File: src/rtl/csr_pkg.sv
package csr_pkg;
  localparam int WORD_W  = 16;
  localparam int BIT_ERR = 15;
  localparam int ERR_LO  = 12;
  localparam int BIT_BSY = 11;
  localparam int UNIT_LO = 8;
  localparam int BIT_DON = 7;
  localparam int BIT_IE  = 6;
  localparam int FUNC_LO = 1;
  localparam int BIT_GO  = 0;
endpackage

File: src/rtl/csr_addr_dec.sv
module csr_addr_dec #(
  parameter int          ADDR_W   = 18,
  parameter logic [17:0] CSR_ADDR = 18'o777560
) (
  input  logic              sel,
  input  logic [ADDR_W-1:0] addr,
  output logic              csr_hit,
  output logic              buf_hit
);
  localparam logic [ADDR_W-1:0] BUF_ADDR = ADDR_W'(CSR_ADDR) + ADDR_W'(2);

  always_comb begin
    csr_hit = sel && (addr == ADDR_W'(CSR_ADDR));
    buf_hit = sel && (addr == BUF_ADDR);
  end
endmodule

File: src/rtl/csr_ctrl_state.sv
module csr_ctrl_state #(
  parameter int FUNC_W = 3,
  parameter int ERR_W  = 3
) (
  input  logic              clk,
  input  logic              rst_n,
  input  logic              csr_wr,
  input  logic              wr_ie,
  input  logic [FUNC_W-1:0] wr_func,
  input  logic              go,
  input  logic              dev_valid,
  input  logic [ERR_W-1:0]  dev_err,
  input  logic              buf_rd,
  output logic              busy,
  output logic              done,
  output logic              ie,
  output logic [FUNC_W-1:0] func,
  output logic [ERR_W-1:0]  err,
  output logic              start
);
  logic              busy_d, done_d, ie_d, start_d;
  logic [FUNC_W-1:0] func_d;
  logic [ERR_W-1:0]  err_d;

  always_comb begin
    busy_d  = busy;
    done_d  = done;
    ie_d    = ie;
    func_d  = func;
    err_d   = err | dev_err;
    start_d = go;
    if (csr_wr) begin
      ie_d   = wr_ie;
      func_d = wr_func;
    end
    if (go) begin
      busy_d = 1'b1;
      done_d = 1'b0;
      err_d  = '0;
    end else begin
      if (dev_valid || (|dev_err)) busy_d = 1'b0;
      if (dev_valid)               done_d = 1'b1;
      else if (buf_rd)             done_d = 1'b0;
    end
  end

  always_ff @(posedge clk or negedge rst_n) begin
    if (!rst_n) begin
      busy  <= 1'b0;
      done  <= 1'b0;
      ie    <= 1'b0;
      func  <= '0;
      err   <= '0;
      start <= 1'b0;
    end else begin
      busy  <= busy_d;
      done  <= done_d;
      ie    <= ie_d;
      func  <= func_d;
      err   <= err_d;
      start <= start_d;
    end
  end

  AST_BUSY_DONE_EXCL: assert property (@(posedge clk) disable iff (!rst_n)
    !(busy && done));
  AST_GO_SETS_BUSY: assert property (@(posedge clk) disable iff (!rst_n)
    go |=> (busy && !done && err == '0 && start));
  AST_CHAR_SETS_DONE: assert property (@(posedge clk) disable iff (!rst_n)
    (dev_valid && !go) |=> (done && !busy));
  AST_READ_CLEARS_DONE: assert property (@(posedge clk) disable iff (!rst_n)
    (buf_rd && !dev_valid && !go) |=> !done);
  AST_ERR_STICKY: assert property (@(posedge clk) disable iff (!rst_n)
    ((|dev_err) && !go) |=> (((err & $past(dev_err)) == $past(dev_err)) && !busy));
endmodule

File: src/rtl/csr_rx_buf.sv
module csr_rx_buf #(
  parameter int CHAR_W = 8,
  parameter int UNIT_W = 3
) (
  input  logic              clk,
  input  logic              rst_n,
  input  logic              load,
  input  logic [CHAR_W-1:0] char_in,
  input  logic [UNIT_W-1:0] unit_in,
  output logic [CHAR_W-1:0] char_q,
  output logic [UNIT_W-1:0] unit_q
);
  logic [CHAR_W-1:0] char_d;
  logic [UNIT_W-1:0] unit_d;

  always_comb begin
    char_d = char_q;
    unit_d = unit_q;
    if (load) begin
      char_d = char_in;
      unit_d = unit_in;
    end
  end

  always_ff @(posedge clk or negedge rst_n) begin
    if (!rst_n) begin
      char_q <= '0;
      unit_q <= '0;
    end else begin
      char_q <= char_d;
      unit_q <= unit_d;
    end
  end

  AST_BUF_LOADS: assert property (@(posedge clk) disable iff (!rst_n)
    load |=> (char_q == $past(char_in) && unit_q == $past(unit_in)));
  AST_BUF_HOLDS: assert property (@(posedge clk) disable iff (!rst_n)
    !load |=> $stable(char_q));
endmodule

File: src/rtl/char_input_csr.sv
module char_input_csr #(
  parameter int          ADDR_W   = 18,
  parameter logic [17:0] CSR_ADDR = 18'o777560,
  parameter int          CHAR_W   = 8,
  parameter int          UNIT_W   = 3,
  parameter int          FUNC_W   = 3,
  parameter int          ERR_W    = 3
) (
  input  logic                      clk,
  input  logic                      rst_n,
  input  logic                      bus_sel,
  input  logic                      bus_wr,
  input  logic [ADDR_W-1:0]         bus_addr,
  input  logic [csr_pkg::WORD_W-1:0] bus_wdata,
  output logic [csr_pkg::WORD_W-1:0] bus_rdata,
  input  logic                      dev_valid,
  input  logic [CHAR_W-1:0]         dev_char,
  input  logic [UNIT_W-1:0]         dev_unit,
  input  logic [ERR_W-1:0]          dev_err,
  output logic                      dev_start,
  output logic [FUNC_W-1:0]         dev_func,
  output logic                      irq_n
);
  import csr_pkg::*;

  logic              rst_m, rst_s;
  logic              csr_hit, buf_hit, csr_wr, buf_rd, go;
  logic              busy, done, ie;
  logic [FUNC_W-1:0] func;
  logic [ERR_W-1:0]  err;
  logic [CHAR_W-1:0] char_q;
  logic [UNIT_W-1:0] unit_q;
  logic [WORD_W-1:0] csr_word, buf_word;

  always_ff @(posedge clk or negedge rst_n) begin
    if (!rst_n) begin
      rst_m <= 1'b0;
      rst_s <= 1'b0;
    end else begin
      rst_m <= 1'b1;
      rst_s <= rst_m;
    end
  end

  csr_addr_dec #(.ADDR_W(ADDR_W), .CSR_ADDR(CSR_ADDR)) u_dec (
    .sel(bus_sel), .addr(bus_addr), .csr_hit(csr_hit), .buf_hit(buf_hit));

  always_comb begin
    csr_wr = csr_hit && bus_wr;
    buf_rd = buf_hit && !bus_wr;
    go     = csr_wr && bus_wdata[BIT_GO];
  end

  csr_ctrl_state #(.FUNC_W(FUNC_W), .ERR_W(ERR_W)) u_state (
    .clk(clk), .rst_n(rst_s), .csr_wr(csr_wr), .wr_ie(bus_wdata[BIT_IE]),
    .wr_func(bus_wdata[FUNC_LO +: FUNC_W]), .go(go), .dev_valid(dev_valid),
    .dev_err(dev_err), .buf_rd(buf_rd), .busy(busy), .done(done), .ie(ie),
    .func(func), .err(err), .start(dev_start));

  csr_rx_buf #(.CHAR_W(CHAR_W), .UNIT_W(UNIT_W)) u_buf (
    .clk(clk), .rst_n(rst_s), .load(dev_valid), .char_in(dev_char),
    .unit_in(dev_unit), .char_q(char_q), .unit_q(unit_q));

  always_comb begin
    csr_word                      = '0;
    csr_word[BIT_ERR]             = |err;
    csr_word[ERR_LO +: ERR_W]     = err;
    csr_word[BIT_BSY]             = busy;
    csr_word[UNIT_LO +: UNIT_W]   = unit_q;
    csr_word[BIT_DON]             = done;
    csr_word[BIT_IE]              = ie;
    csr_word[FUNC_LO +: FUNC_W]   = func;
    buf_word                      = '0;
    buf_word[CHAR_W-1:0]          = char_q;
    if (csr_hit && !bus_wr)  bus_rdata = csr_word;
    else if (buf_rd)         bus_rdata = buf_word;
    else                     bus_rdata = '0;
    dev_func = func;
    irq_n    = !(ie && (done || (|err)));
  end

  AST_IRQ_ON_CHAR: assert property (@(posedge clk) disable iff (!rst_s)
    (dev_valid && ie && !csr_wr) |=> !irq_n);
  AST_IRQ_OFF_NO_IE: assert property (@(posedge clk) disable iff (!rst_s)
    (csr_wr && !bus_wdata[BIT_IE]) |=> irq_n);
  AST_STRAY_READ_ZERO: assert property (@(posedge clk) disable iff (!rst_s)
    (bus_sel && bus_addr[0]) |-> (bus_rdata == '0));
endmodule

File: config.mk
export PLATFORM = sky130hd
export DESIGN_NAME = char_input_csr
export DESIGN_NICKNAME = d
export VERILOG_FILES = /design/src/rtl/csr_pkg.sv /design/src/rtl/csr_addr_dec.sv /design/src/rtl/csr_ctrl_state.sv /design/src/rtl/csr_rx_buf.sv /design/src/rtl/char_input_csr.sv
export SDC_FILE = /design/constraint.sdc
export NUM_CORES = 1
export LEC_CHECK = 0
export ABC_AREA = 1
export BUFFER_PORTS_ARGS = -buffer_cell sky130_fd_sc_hd__buf_4
export CAP_MARGIN = 25
export CORE_MARGIN = 3
export CORE_UTILIZATION = 42
export DETAILED_ROUTE_END_ITERATION = 10
export HOLD_SLACK_MARGIN = 0.12
export PLACE_DENSITY = 0.79
export SYNTH_ARGS = -nofsm -noshare
export SYNTH_HDL_FRONTEND = slang
export SYNTH_HIERARCHICAL = 1
export SYNTH_SLANG_ARGS = --single-unit
File: constraint.sdc
create_clock -name clk -period 1.9 [get_ports clk]
set_clock_uncertainty 0.2 [all_clocks]
set_input_delay 0.38 -clock clk [delete_from_list [all_inputs] [get_ports clk]]
set_output_delay 0.38 -clock clk [all_outputs]
set_load 0.03 [all_outputs]
Word-level counts from Yosys, hierarchy flattened
Index checks and enable logic that the tools add are counted.
{ "word_totals": {"reg_bits": 23, "input_bits": 53, "out_inout_bits": 21, "elab_cells": 36} }
{ "op_classes": {"eq_ne": 2, "n_mux": 8, "n_bitwise": 1, "n_reduce_logical": 15} }
{ "ops": {"columns": ["cell", "count"], "rows": [
  ["18-bit == test (second input constant)", 2],
  ["16-bit 2-to-1 mux", 1],
  ["8-bit 2-to-1 mux", 1],
  ["1-bit logical AND", 7],
  ["3-bit OR reduction", 2],
  ["1-bit 2-to-1 mux", 5],
  ["3-bit 2-to-1 mux", 1],
  ["3-bit bitwise OR", 1],
  ["3-bit nonzero test", 1],
  ["1-bit zero test", 2],
  ["1-bit logical OR", 2],
  ["2-bit nonzero test", 1]
]} }

Depth between registers and ports, before layout
{ "logic_depth": {"word_depth": 6, "ltp_mapped": 10, "mapped_depth_nobuf": 10} }

By module
The synthesis kept the hierarchy.
{ "modules_own_cells": {"columns": ["mod", "n_inst", "cells_each", "area_each_um2", "seq_area_each_um2"], "rows": [
  ["csr_rx_buf", 1, 47, 421.7, 275.3],
  ["csr_ctrl_state", 1, 36, 355.3, 250.2],
  ["char_input_csr", 1, 65, 319.1, 50.0],
  ["csr_addr_dec", 1, 23, 95.1, 0.0]
]} }

Worst setup path after synthesis
Ideal clock, no wire load.
{ "synth_path": {"kind": "input-to-output", "startpoint": "input bus_addr[9]", "endpoint": "output bus_rdata[15] (netlist bit)", "t_arrival_ns": 1.432, "slack_ns": -0.112, "path_stages": 7, "cell_sequence": "nand2_1 nor2_2 nand3_1 nor2_1 buf_6 nand2_4 a21oi_1"} }
{ "synth_between": {"elab_chain_cells": 4} }
{ "synth_rtl": {"columns": ["item", "line", "rtl"], "rows": [
  ["start, declared", "char_input_csr.sv:13", "input logic [ADDR_W-1:0] bus_addr,"],
  ["18-bit == test", "csr_addr_dec.sv:13", "csr_hit = sel && (addr == ADDR_W'(CSR_ADDR));"],
  ["1-bit logical AND", "csr_addr_dec.sv:13", null],
  ["via csr_hit", "char_input_csr.sv:27", "logic csr_hit, buf_hit, csr_wr, buf_rd, go;"],
  ["1-bit logical AND", "char_input_csr.sv:75", "if (csr_hit && !bus_wr) bus_rdata = csr_word;"],
  ["16-bit 2-to-1 mux", "char_input_csr.sv:75", null],
  ["end, declared", "char_input_csr.sv:15", "output logic [csr_pkg::WORD_W-1:0] bus_rdata,"]
]} }
The timed path passes the listed nets, and every way through them passes these cells.

Worst setup path after layout
{ "layout_path": {"startpoint": "input bus_addr[7]", "endpoint": "output bus_rdata[15] (netlist bit)"} }
Same word-level chain as after synthesis.

==> qor.log <==
qor: run.drv.max_cap_violation_count 0
qor: hold_path.hold_depth 3
qor: sta.timing.final.ws_setup -0.175 ns
qor: finish.diodes 0
qor: setup_path.worst_r2r_end u_state/err[0]$_DFF_PN0_
qor: grt.antenna_violations_before_repair 0
qor: drt.via_count 1,350
qor: finish.design.final.nets 316
qor: sta.setup_viol 16
qor: finish.synthToLayoutAreaGrowth 78.6%
qor: clock_network.insertion_delay 0.31 ns
qor: power.power.switching_fraction 25.1%
qor: grt.grt_overflow 0
qor: clock_network.path_clk_slew 0.13 ns
qor: power.fin_total_pwr 929 uW
qor: finish.finish.instance_area 2130 sq um
qor: drt.route.detailed.wl_per_inst 12.4 um
qor: setup_path.worst-endpoint-arrival 1.49 ns
qor: drt.wirelength 3610 um
qor: sta.finalCritPeriodShare 109%
qor: synthesis.synth_top_area_share 48.3%
qor: finish.most_frequent_standard_cell_in_the_layout_excluding_fill_and_tap_cells sky130_fd_sc_hd__nand2_1
qor: sta.finalCriticalPeriod 2.07 ns
qor: sta.fin_setup_tns -2.31 ns
qor: clock_network.number_of_buffers_created_by_cts 3
qor: power.power_report.internal_total 696 uW
qor: power.power_density 437 nW/um^2
qor: synthesis.mappedNetlistNets 224
qor: power.switching_power 233 uW
qor: grt.first_global_vias 1,297
qor: floorplanning.die_area 3510 sq um
qor: setup_path.crit_fanout 8
qor: placed_design.gpl.final_weighted_congestion 0.719
qor: setup_path.crit_required 1.32 ns
qor: power.ir_drop 0.456 mV
qor: clock_network.cts_buffer_depth 2
qor: synthesis.synth_top_cells_by_area sky130_fd_sc_hd__dfrtp_1, sky130_fd_sc_hd__nand2_1, sky130_fd_sc_hd__nor2_1
qor: setup_path.crit_path_max_incr_delay 0.17 ns
qor: floorplanning.die_h 59.3 um
qor: synthesis.syn_area_per_cell 6.97 sq um
qor: finish.most_frequent_cells_in_the_layout sky130_fd_sc_hd__nand2_1, sky130_fd_sc_hd__buf_4, sky130_fd_sc_hd__inv_1, sky130_fd_sc_hd__dfrtp_1, sky130_fd_sc_hd__nor2_1
qor: finish.post_route_cells_drive_above_1_share 38.2%
qor: setup_path.critical_path_s_slowest_cell sky130_fd_sc_hd__buf_4
qor: hold_path.class_of_the_most_critical_hold_timing_path input pin to register
qor: drt.drtIter0Drc 25
qor: power.combinationalPowerShare 19.2%
qor: setup_path.critPathCaptureType primary output
qor: synthesis.gate_count_after_technology_mapping 171
qor: synthesis.yosys.cell_types.count 14
qor: floorplanning.x_dimension_of_the_die 59.3 um
qor: clock_network.numClockSinks 23
qor: power.p_seq_share 56.6%
qor: grt.grt_pass1_wl 5450 um
qor: placed_design.post-dp-hpwl 2180 um
qor: floorplanning.ioPinCount 74
qor: run_status.violations negative setup slack
qor: sta.hold_violations 0
qor: sta.max_freq 0.482 GHz
qor: placed_design.detailed_place.area 1710 sq um
qor: synthesis.netlist_area 1190 sq um
qor: sta.rsz0062_at_grt true
qor: clock_network.clock_tree.root_cell sky130_fd_sc_hd__clkbuf_4
qor: drt.detail_route.drc_violations 0
qor: synthesis.seq_area_frac_synth 48.3%
qor: power.pwr-share-clk 24.2%
qor: synthesis.ys_seq_elements 23
qor: sta.slew_viol_final 0
qor: setup_path.cp_cell_sequence buf_6 > inv_2 > nand2_1 > nor2_1 > nand3_1 > nor2_1 > buf_4 > buf_12 > nand2_8 > a21oi_4 > buf_6
qor: hold_path.hold_path_end u_state/start$_DFF_PN0_
qor: setup_path.crit_family buffers and inverters
qor: grt.global_route.usage.total 20.6%
qor: setup_path.worst-setup-path-type input pin to primary output
qor: run_status.status complete, but fails checks
qor: hold_path.min_from bus_wdata[0]
qor: setup_path.r2r_slack 0.61 ns
qor: drt.detailedRoute.firstPassIterationCount 4
qor: clock_network.cts_htree_levels 1
qor: setup_path.cp_num_buf_inv 5
qor: setup_path.rr_worst_depth 1
qor: placed_design.port_buffers 62
qor: drt.ant_nets 0
qor: drt.vias_per_cell 4.62
qor: synthesis.synth.yosys.warnings 6
qor: floorplanning.start_util 46.0%
qor: power.leakagePower 1.15 nW
qor: setup_path.rr_startpoint rst_s$_DFF_PN0_
qor: grt.grt_max_degree 15
qor: floorplanning.num_rows 18
qor: setup_path.timing.critical_path.from_type input pin
qor: clock_network.clock_tree_from_tritoncts done
qor: floorplanning.core_area 2590 sq um
qor: synthesis.most_area_hungry_cell_type_in_the_yosys_netlist sky130_fd_sc_hd__dfrtp_1
-- registers in the layout (all words and copies together), names as in the netlist --
register       cells
rst_m              1
rst_s              1
u_buf/char_q       8
u_buf/unit_q       3
u_state/busy       1
u_state/done       1
u_state/err        3
u_state/func       3
u_state/ie         1
u_state/start      1
-- power by group through the flow --
| stage | clock network, mW | registers [mW] | logic [mW] |
|---|---|---|---|
| finish | 0.225 | 0.526 | 0.178 |
| global route | 0.250 | 0.529 | 0.198 |
| CTS | 0.230 | 0.523 | 0.170 |
| detailed placement | 0 | 0.537 | 0.126 |
| global placement | 0 | 0.536 | 0.124 |
| floorplan | 0 | 0.536 | 0.0481 |
-- area by class of cell --
class                      count  area, sq um
timing repair buffer          90          821
sequential                    23          576
fill                         167          463
inverter                      31          119
tap                           30         37.5
multi-input combinational    114          547
clock inverter                 1         5.00
clock buffer                   3         22.5
-- cell families (layout without fill, tap and decap cells) --
group                  Yosys count  after routing  share of synthesized area (%)
flip-flops                      23             23                           48.3
AO/OA/AOI/OAI                    6              6                           2.52
other                            1              1                          0.315
buffers and inverters           34            125                           12.3
AND/OR/NAND/NOR                107            107                           36.6
-- cell usage after synthesis (all sizes together) --
library cell and count:
nand2 67, nor2 35, inv 31, dfrtp 23
nand3 5, o21ai 4, buf 3, a21oi 2
conb 1
-- per-stage QoR --
| stage | setup WS [ns] | util, % | hold WS [ns] | cells |
|---|---|---|---|---|
| final | -0.175 | 82.1 | 0.158 | 292 |
| after global routing | -0.247 | 82.1 | 0.159 | 292 |
| after CTS | -0.152 | 78.9 | 0.156 | 291 |
| after detailed placement | -0.185 | 65.8 | -0.0358 | 265 |
| after global placement | -0.170 | 65.8 | -0.0360 | 265 |
| after floorplan | -0.0369 | - | -0.116 | 171 |
-- repair_timing --
action,in CTS,in global routing
endpoints found under the hold margin,31,0
endpoints found under the setup margin,16,17
gates resized for setup,23,20
buffers inserted,1,1
pin swaps,8,5
hold buffers,21,0
-- worst min-delay path, delay by kind of cell --
kind,cells,cell delay [ns]
buf+inv,2,0.15
simple gates,1,0.09
-- metal layers --
metal	wire [um]	GRT usage, %
met5	0	0
met4	29	6.15
met3	353	5.23
met1	1330	23.2
met2	1900	37.6
-- how the worst max path moves through the flow --
stage | startpoint | to | depth (start not counted)
2_1_floorplan | bus_addr[9] | bus_rdata[0] | 8
3_3_place_gp | bus_addr[7] | bus_rdata[7] | 12
4_1_cts | bus_addr[7] | bus_rdata[15] | 11
3_5_place_dp | bus_addr[7] | bus_rdata[1] | 12
5_1_grt | bus_addr[2] | bus_rdata[3] | 12
6_report | bus_addr[7] | bus_rdata[15] | 11
Power figures use the tool's default switching activity.
